`src/rtl/irq_nest_pkg.sv`:
```
package irq_nest_pkg;
  localparam int KIND_W = 3;
  localparam int NUM_KINDS = 7;
  localparam int EXT_W = 4;
  localparam int PC_W = 28;
  localparam int CNT_W = 4;
  localparam logic [KIND_W-1:0] KIND_EXT = 3'd1;

  typedef enum logic [1:0] {
    ST_OFF   = 2'd0,
    ST_ON    = 2'd1,
    ST_SERVE = 2'd2
  } irq_state_e;

  // registers the core stacks before entering each kind
  function automatic logic [CNT_W-1:0] push_cnt(input logic [KIND_W-1:0] k);
    case (k)
      3'd1: push_cnt = 4'd1;
      3'd3: push_cnt = 4'd2;
      3'd4, 3'd5: push_cnt = 4'd3;
      3'd6: push_cnt = 4'd1;
      default: push_cnt = 4'd0;
    endcase
  endfunction
endpackage

```
`src/rtl/irq_ext_arb.sv`:
```
module irq_ext_arb #(
  parameter int EXT_W = 4,
  parameter int ARG_W = $clog2(EXT_W)
) (
  input  logic             clk_i,
  input  logic             rst_ni,
  input  logic [EXT_W-1:0] set_i,
  input  logic             mask_we_i,
  input  logic [EXT_W-1:0] mask_wd_i,
  input  logic             mask_clr_i,
  input  logic             pend_clr_i,
  input  logic             sample_i,
  output logic             req_o,
  output logic [ARG_W-1:0] arg_o,
  output logic [EXT_W-1:0] pend_o,
  output logic [EXT_W-1:0] mask_o
);
  logic [EXT_W-1:0] pend_q, mask_q;
  logic hit, stray, discard;

  assign hit     = sample_i && (pend_q != '0);
  assign stray   = |(pend_q & ~mask_q);
  assign req_o   = hit && !stray;
  assign discard = hit && stray;

  always_comb begin
    arg_o = '0;
    for (int i = 0; i < EXT_W; i++)
      if (pend_q[i]) arg_o = ARG_W'(i);
  end

  always_ff @(posedge clk_i or negedge rst_ni) begin
    if (!rst_ni) begin
      pend_q <= '0;
      mask_q <= '0;
    end else begin
      // clearing wins over a same-cycle set
      if (pend_clr_i || discard) pend_q <= '0;
      else                       pend_q <= pend_q | set_i;
      if (mask_clr_i)     mask_q <= '0;
      else if (mask_we_i) mask_q <= mask_wd_i;
    end
  end

  assign pend_o = pend_q;
  assign mask_o = mask_q;

  p_dint_clear_r10: assert property (@(posedge clk_i) disable iff (!rst_ni)
    mask_clr_i && pend_clr_i |=> (mask_q == '0) && (pend_q == '0));
  p_discard_r9: assert property (@(posedge clk_i) disable iff (!rst_ni)
    (sample_i && |(pend_q & ~mask_q)) |=> pend_q == '0);
  p_req_keeps_pend_r8: assert property (@(posedge clk_i) disable iff (!rst_ni)
    req_o |=> pend_q != '0);
endmodule

```
`src/rtl/irq_prio_fsm.sv`:
```
module irq_prio_fsm
  import irq_nest_pkg::*;
#(
  parameter int KW = KIND_W,
  parameter int NK = NUM_KINDS
) (
  input  logic          clk_i,
  input  logic          rst_ni,
  input  logic          exc_valid_i,
  input  logic [KW-1:0] exc_kind_i,
  input  logic          ext_req_i,
  input  logic          eint_i,
  input  logic          dint_i,
  input  logic          reti_i,
  output logic          take_o,
  output logic [KW-1:0] vec_o,
  output logic          mmio_ret_o,
  output logic          halt_o,
  output irq_state_e    state_o,
  output logic [KW-1:0] cur_o,
  output logic [NK-1:0] pmask_o
);
  irq_state_e    st_q, st_d;
  logic [KW-1:0] cur_q, cur_d, top_pm;
  logic [NK-1:0] pm_q, pm_d;
  logic          halt_q, halt_d;

  always_comb begin
    top_pm = '0;
    for (int i = 0; i < NK; i++)
      if (pm_q[i]) top_pm = KW'(i);
  end

  always_comb begin
    take_o = 1'b0;
    vec_o  = '0;
    if (!dint_i && !reti_i) begin
      if (exc_valid_i) begin
        if (st_q == ST_ON || (st_q == ST_SERVE && exc_kind_i > cur_q)) begin
          take_o = 1'b1;
          vec_o  = exc_kind_i;
        end
      end else if (ext_req_i) begin
        take_o = 1'b1;
        vec_o  = KIND_EXT;
      end
    end
  end

  always_comb begin
    st_d = st_q; cur_d = cur_q; pm_d = pm_q; halt_d = halt_q;
    mmio_ret_o = 1'b0;
    if (dint_i) begin
      st_d = ST_OFF; cur_d = '0; pm_d = '0;
    end else if (reti_i) begin
      if (st_q == ST_SERVE) begin
        if (cur_q == KIND_EXT || pm_q == '0) begin
          st_d = ST_ON; pm_d = '0;
          mmio_ret_o = (cur_q == KIND_EXT);
        end else begin
          cur_d = top_pm;
          pm_d[top_pm] = 1'b0;
        end
      end
    end else if (exc_valid_i && st_q == ST_OFF) begin
      halt_d = 1'b1;
    end else if (take_o) begin
      st_d  = ST_SERVE;
      cur_d = vec_o;
      if (st_q == ST_SERVE) pm_d[cur_q] = 1'b1;
      else                  pm_d = '0;
    end else if (eint_i && st_q == ST_OFF) begin
      st_d = ST_ON;
    end
  end

  always_ff @(posedge clk_i or negedge rst_ni) begin
    if (!rst_ni) begin
      st_q <= ST_OFF; cur_q <= '0; pm_q <= '0; halt_q <= 1'b0;
    end else begin
      st_q <= st_d; cur_q <= cur_d; pm_q <= pm_d; halt_q <= halt_d;
    end
  end

  assign state_o = st_q;
  assign cur_o   = cur_q;
  assign pmask_o = pm_q;
  assign halt_o  = halt_q;

  p_enter_r2: assert property (@(posedge clk_i) disable iff (!rst_ni)
    take_o |=> (st_q == ST_SERVE) && (cur_q == $past(vec_o)));
  p_preempt_higher_r3: assert property (@(posedge clk_i) disable iff (!rst_ni)
    (st_q == ST_SERVE && take_o) |-> vec_o > cur_q);
  p_pmask_below_r3: assert property (@(posedge clk_i) disable iff (!rst_ni)
    (st_q == ST_SERVE) |-> (pm_q >> cur_q) == '0);
  p_drop_r4: assert property (@(posedge clk_i) disable iff (!rst_ni)
    (st_q == ST_SERVE && exc_valid_i && !dint_i && !reti_i && exc_kind_i <= cur_q)
      |=> $stable(cur_q) && $stable(pm_q) && st_q == ST_SERVE);
  p_ret_empty_r5: assert property (@(posedge clk_i) disable iff (!rst_ni)
    (reti_i && !dint_i && st_q == ST_SERVE && pm_q == '0) |=> st_q == ST_ON);
  p_off_fault_r7: assert property (@(posedge clk_i) disable iff (!rst_ni)
    (st_q == ST_OFF && exc_valid_i && !dint_i && !reti_i) |=> halt_q && !$fell(halt_q));
endmodule

```
`src/rtl/irq_nest_ctrl.sv`:
```
module irq_nest_ctrl
  import irq_nest_pkg::*;
#(
  parameter int KW    = KIND_W,
  parameter int NK    = NUM_KINDS,
  parameter int EW    = EXT_W,
  parameter int PW    = PC_W,
  parameter int CW    = CNT_W,
  parameter int ARG_W = $clog2(EW)
) (
  input  logic             clk_i,
  input  logic             rst_ni,
  input  logic             insn_start_i,
  input  logic             exc_valid_i,
  input  logic [KW-1:0]    exc_kind_i,
  input  logic [EW-1:0]    ext_set_i,
  input  logic             mask_we_i,
  input  logic [EW-1:0]    mask_wdata_i,
  input  logic             eint_i,
  input  logic             dint_i,
  input  logic             reti_i,
  input  logic [PW-1:0]    ret_pc_i,
  output logic             take_o,
  output logic [KW-1:0]    vector_o,
  output logic [CW+PW-1:0] entry_word_o,
  output logic [ARG_W-1:0] ext_arg_o,
  output logic             halt_o,
  output logic [1:0]       state_o,
  output logic [KW-1:0]    cur_kind_o,
  output logic [NK-1:0]    preempt_o,
  output logic [EW-1:0]    pend_o,
  output logic [EW-1:0]    mask_o
);
  irq_state_e st;
  logic ext_req, mmio_ret, sample;

  assign sample = insn_start_i && (st == ST_ON) && !exc_valid_i
                  && !dint_i && !reti_i && !eint_i;

  irq_ext_arb #(.EXT_W(EW), .ARG_W(ARG_W)) u_arb (
    .clk_i      (clk_i),
    .rst_ni     (rst_ni),
    .set_i      (ext_set_i),
    .mask_we_i  (mask_we_i),
    .mask_wd_i  (mask_wdata_i),
    .mask_clr_i (dint_i),
    .pend_clr_i (dint_i || mmio_ret),
    .sample_i   (sample),
    .req_o      (ext_req),
    .arg_o      (ext_arg_o),
    .pend_o     (pend_o),
    .mask_o     (mask_o)
  );

  irq_prio_fsm #(.KW(KW), .NK(NK)) u_fsm (
    .clk_i       (clk_i),
    .rst_ni      (rst_ni),
    .exc_valid_i (exc_valid_i),
    .exc_kind_i  (exc_kind_i),
    .ext_req_i   (ext_req),
    .eint_i      (eint_i),
    .dint_i      (dint_i),
    .reti_i      (reti_i),
    .take_o      (take_o),
    .vec_o       (vector_o),
    .mmio_ret_o  (mmio_ret),
    .halt_o      (halt_o),
    .state_o     (st),
    .cur_o       (cur_kind_o),
    .pmask_o     (preempt_o)
  );

  assign state_o      = st;
  assign entry_word_o = {push_cnt(vector_o), ret_pc_i};

  p_mmio_ret_r6: assert property (@(posedge clk_i) disable iff (!rst_ni)
    (reti_i && !dint_i && st == ST_SERVE && cur_kind_o == KIND_EXT)
      |=> pend_o == '0 && state_o == 2'd1);
  p_ext_gate_r8: assert property (@(posedge clk_i) disable iff (!rst_ni)
    (take_o && !exc_valid_i) |-> insn_start_i && $past(state_o) == 2'd1 || state_o == 2'd1);
endmodule

```
`config.mk`:
```
export PLATFORM = sky130hd
export DESIGN_NAME = irq_nest_ctrl
export DESIGN_NICKNAME = d
export VERILOG_FILES = /design/src/rtl/irq_nest_pkg.sv /design/src/rtl/irq_ext_arb.sv /design/src/rtl/irq_prio_fsm.sv /design/src/rtl/irq_nest_ctrl.sv
export SDC_FILE = /design/constraint.sdc
export NUM_CORES = 1
export LEC_CHECK = 0
export BUFFER_PORTS_ARGS = -buffer_cell sky130_fd_sc_hd__clkbuf_2
export CAP_MARGIN = 30
export CORE_MARGIN = 4
export CORE_UTILIZATION = 43
export CTS_CLUSTER_SIZE = 28
export DETAILED_ROUTE_END_ITERATION = 10
export GPL_ROUTABILITY_DRIVEN = 0
export HOLD_SLACK_MARGIN = 0.08
export PLACE_DENSITY_LB_ADDON = 0.2
export SLEW_MARGIN = 20
export SYNTH_ARGS = -nofsm -noshare
export SYNTH_HDL_FRONTEND = slang
export SYNTH_SLANG_ARGS = --single-unit
```
`constraint.sdc`:
```
create_clock -name clk_i -period 2.3 [get_ports clk_i]
set_input_delay 0 -clock clk_i [delete_from_list [all_inputs] [get_ports clk_i]]
set_output_delay 0 -clock clk_i [all_outputs]
set_load 0.03 [all_outputs]
```
==> implementation parameters <==
Parameter                              Value

Placement
  Post-DP HPWL ... between 3 and 4 mm
  PortBufs ... 47

GRT
  Wire length of the first global-routing pass ... between 8 and 9 mm
  Global-route total usage across every layer ... 0.1946
  Via count of the first global-routing pass ... roughly 1600
  Number of antenna violations at the first check in global routing ... 0
  Residual overflow from global routing ... 0
  Pin count of the biggest net entering global routing ... 22

Clock tree
  TritonCTS buffer count ... 3
  Clock-pin transition on the worst setup and hold timing paths ... 0.08 ns
  Num Clock Sinks ... 21
  H-Tree Level Count ... 1
  Latest clock arrival within the worst-skew pair ... 0.26 ns
  Clk buf depth ... 2
  Number of setup buffers added after CTS ... 0
  Clk root buf ... sky130_fd_sc_hd__clkbuf_8
  Clock tree from TritonCTS ... built

Hold path
  Terminating pin of the worst hold path ... u_arb.mask_o[3]
  Worst Min Path Start ... mask_we_i
  Worst hold-check path type ... input pin to flop
  Worst hold path stage count ... 3

Worst setup path
  Critical path data arrival time ... 2.20 ns
  CP max-delay cell ... sky130_fd_sc_hd__dfrtp_1
  Worst-path fanout max ... 10
  Max incr delay on CP ... 0.35 ns
  Required time worst endpoint ... 2.30 ns
  Worst r2r dst ... u_fsm.cur_o[2]
  Type of the worst setup path ... flop to output port
  Endpoint kind of the worst setup timing path ... output port
  Chain of cells forming the critical path ... inv_1 > ha_1 > and3b_1 > o211a_4 > o21ai_4 > buf_4 > and2_1 > nor2_1 > clkbuf_2
  Cells on worst reg2reg path ... 7
  Flop-to-flop setup slack ... roughly 0.19 ns
  Startpoint class of the critical path ... flop
  Start of the worst register-to-register path ... u_fsm.cur_o[2]

Synthesis
  Biggest area contributors in the synthesized netlist ... sky130_fd_sc_hd__dfrtp_1, sky130_fd_sc_hd__buf_4, sky130_fd_sc_hd__nor2_1, sky130_fd_sc_hd__mux2i_1, sky130_fd_sc_hd__a21oi_1
  Distinct cells, synth ... 52
  Cell taking the most area after synthesis ... sky130_fd_sc_hd__dfrtp_1
  Sequential cell area fraction in the yosys report ... 0.3107
  Mean instance size in the synthesized netlist ... 8.857 um^2
  Syn Inst Count ... 191
  Most common cell in the synthesized netlist ... sky130_fd_sc_hd__buf_4
  Post-synth EDFFs ... 0
  Register bit count reported by yosys ... 21
  Async SR Flop Fraction ... 1.000
  Yosys warns ... 0
  Commonest cells post-synth ... sky130_fd_sc_hd__buf_4, sky130_fd_sc_hd__dfrtp_1, sky130_fd_sc_hd__nor2_1, sky130_fd_sc_hd__a21oi_1, sky130_fd_sc_hd__inv_1
  Predominant post-synthesis flop cell ... sky130_fd_sc_hd__dfrtp_1
  Area fraction of the dominant cell type after synthesis ... 0.3107
  Post-synthesis cell area ... roughly 1700 um^2

Timing
  Transition time at the pin with the least slew margin ... 0.5274 ns
  Worst max-slew margin expressed relative to the limit ... 0.6484
  Unrepaired setup endpoints after global routing ... no
  Fin. Hold Viols ... 0
  Max-slew violation total from the final report ... 0
  Share of the clock period used by the worst path ... 0.9571
  Final-layout setup total negative slack ... 0 ns
  Total setup violations reported at the end of the flow ... 0
  Post-route clock skew ... 0.002223 ns
  Final worst path period need ... 2.201 ns
  Achievable clock frequency ... 454.3 MHz

Die
  Area inside the core boundary ... between 3000 and 4000 um^2
  Width of the die ... 70.72 um
  Area enclosed by the die boundary ... 5001 um^2
  Initial Utilization ... 0.4519
  Count of pins on the block boundary ... 106
  Chip Height ... between 70 and 80 um
  Row cnt ... 22

Power
  Worst ir drop on vdd ... approximately 0.24 mV
  Power density over cell area ... 473.2 nW/um^2
  Lkg Pwr ... 1.068 nW

Route
  Detailed-routing iteration count for the pre-antenna-repair pass ... 4
  Vias ... 1659
  Number of nets with antenna violations after detailed routing ... 0
  Drt via density ... 5.567
  Post-route DRC ... 0
  Detailed-route wire length per cell ... 16.23 um
  Wire length reported by the detailed router ... 4.836 mm
  First DRT Iteration DRCs ... 101

Finish
  NumNets Final ... about 300
  Number of fillers in the final layout ... between 300 and 400
  Antenna Cells ... 0
  Combined flip-flop and latch cell area ... between 500 and 600 um^2
  Multi-input gate area in the final layout ... 874.6 um^2
  Post-route core utilization ... 0.5899
  Share of layout cells above drive strength 1 ... 0.3000
  Relative area change from synthesis to final layout ... 30.55%

Flow run
  Max-capacitance violation count ... 0

Outcome
  Status ... finished clean
[how the worst max path moves through the flow]
| stage | cells past startpoint | end | start |
|---|---|---|---|
| finish | 9 | take_o | u_fsm.cur_o[2] |
| global route | 8 | entry_word_o[28] | u_fsm.cur_o[2] |
| CTS | 8 | entry_word_o[28] | u_fsm.cur_o[1] |
| detailed placement | 7 | u_fsm.cur_o[2] | u_fsm.cur_o[1] |
| global placement | 5 | u_fsm.cur_o[2] | u_fsm.state_o[1] |
| floorplan | 6 | entry_word_o[28] | u_fsm.cur_o[2] |
[where the power goes]
group / switching (W) / internal, W
Clock: 0.000125 / 0.000121
Sequential: 0.0000229 / 0.000387
Combinational: 0.000245 / 0.000144
[state kept, by name, indices dropped and copies added (netlist names)]
register / flops
u_arb.pend_o: 4
u_fsm.state_o: 2
u_arb.mask_o: 4
u_fsm.pmask_o: 7
u_fsm.cur_o: 3
u_fsm.halt_o: 1
[per-layer routing]
layer / GRT usage / wire (um) / part of all wire
met4: 0.03758 / 36 / 0.0074
met2: 0.3244 / 2369 / 0.49
met3: 0.02557 / 419 / 0.087
met5: 0 / 0 / 0
met1: 0.2716 / 2012 / 0.42
[worst max-delay path: cells and delay by family, from the launching register on]
family                     cells  cell delay (ns)
adders and majority gates      1             0.30
buffers and inverters          3             0.45
AOI/OAI and AO/OA              2             0.43
and+or+nand+nor                3             0.40
DFF                            1             0.35
[cells in the final DEF (no fill, tap or decap), types with 3 or more instances in the layout]
cell and count:
sky130_fd_sc_hd__o21ai_0 5, sky130_fd_sc_hd__a2bb2oi_1 4, sky130_fd_sc_hd__dlygate4sd3_1 37, sky130_fd_sc_hd__mux2i_1 6, sky130_fd_sc_hd__nor2_1 20, sky130_fd_sc_hd__dfrtp_1 21
sky130_fd_sc_hd__inv_1 10, sky130_fd_sc_hd__a21oi_1 12, sky130_fd_sc_hd__ha_1 3, sky130_fd_sc_hd__buf_4 8, sky130_fd_sc_hd__nand2b_1 7, sky130_fd_sc_hd__clkbuf_8 3
sky130_fd_sc_hd__nand2_1 8, sky130_fd_sc_hd__clkbuf_2 46, sky130_fd_sc_hd__nor2b_1 3, sky130_fd_sc_hd__nand3_1 3, sky130_fd_sc_hd__a21o_1 3, sky130_fd_sc_hd__a31oi_1 3
sky130_fd_sc_hd__or4_1 4
[what timing repair did]
action / CTS / global route
resized for setup: 0 / 6
hold endpoints to repair: 57 / 0
hold buffers: 37 / 0
endpoints found under the setup margin: 0 / 2
[final cells by class]
class / count / share of cell area
Tap cell: 48 / 0.02720
Timing Repair Buffer: 91 / 0.2992
Clock buffer: 3 / 0.01870
Sequential cell: 21 / 0.2380
Clock inverter: 1 / 0.002266
Multi-Input combinational cell: 123 / 0.3960
Inverter: 11 / 0.01870
[cells by family after synthesis]
group | Yosys count | synth area share
other | 1 | 0.002217
buffers and inverters | 48 | 0.1857
and+or+nand+nor | 61 | 0.2123
adders and majority gates | 3 | 0.02219
AOI/OAI and AO/OA | 49 | 0.2189
DFF | 21 | 0.3106
muxes | 8 | 0.04808
[metrics by stage]
stage / total power (W) / cell area (um^2) / worst slack, ns / cells / hold slack, ns
after CTS: 0.001043 / 2197 / 0.02337 / 298 / 0.08805
after detailed placement: 0.0006925 / 1780 / 0.2226 / 257 / 0.0002048
after global routing: 0.001096 / 2208 / 0.008080 / 298 / 0.1113
after floorplan: 0.0006922 / 1705 / 0.08930 / 192 / -0.2956
final: 0.001045 / 2208 / 0.09858 / 298 / 0.09319
after global placement: 0.0006883 / 1780 / 0.3467 / 257 / -0.002391
Note: power is estimated with default switching activity, not from simulation.
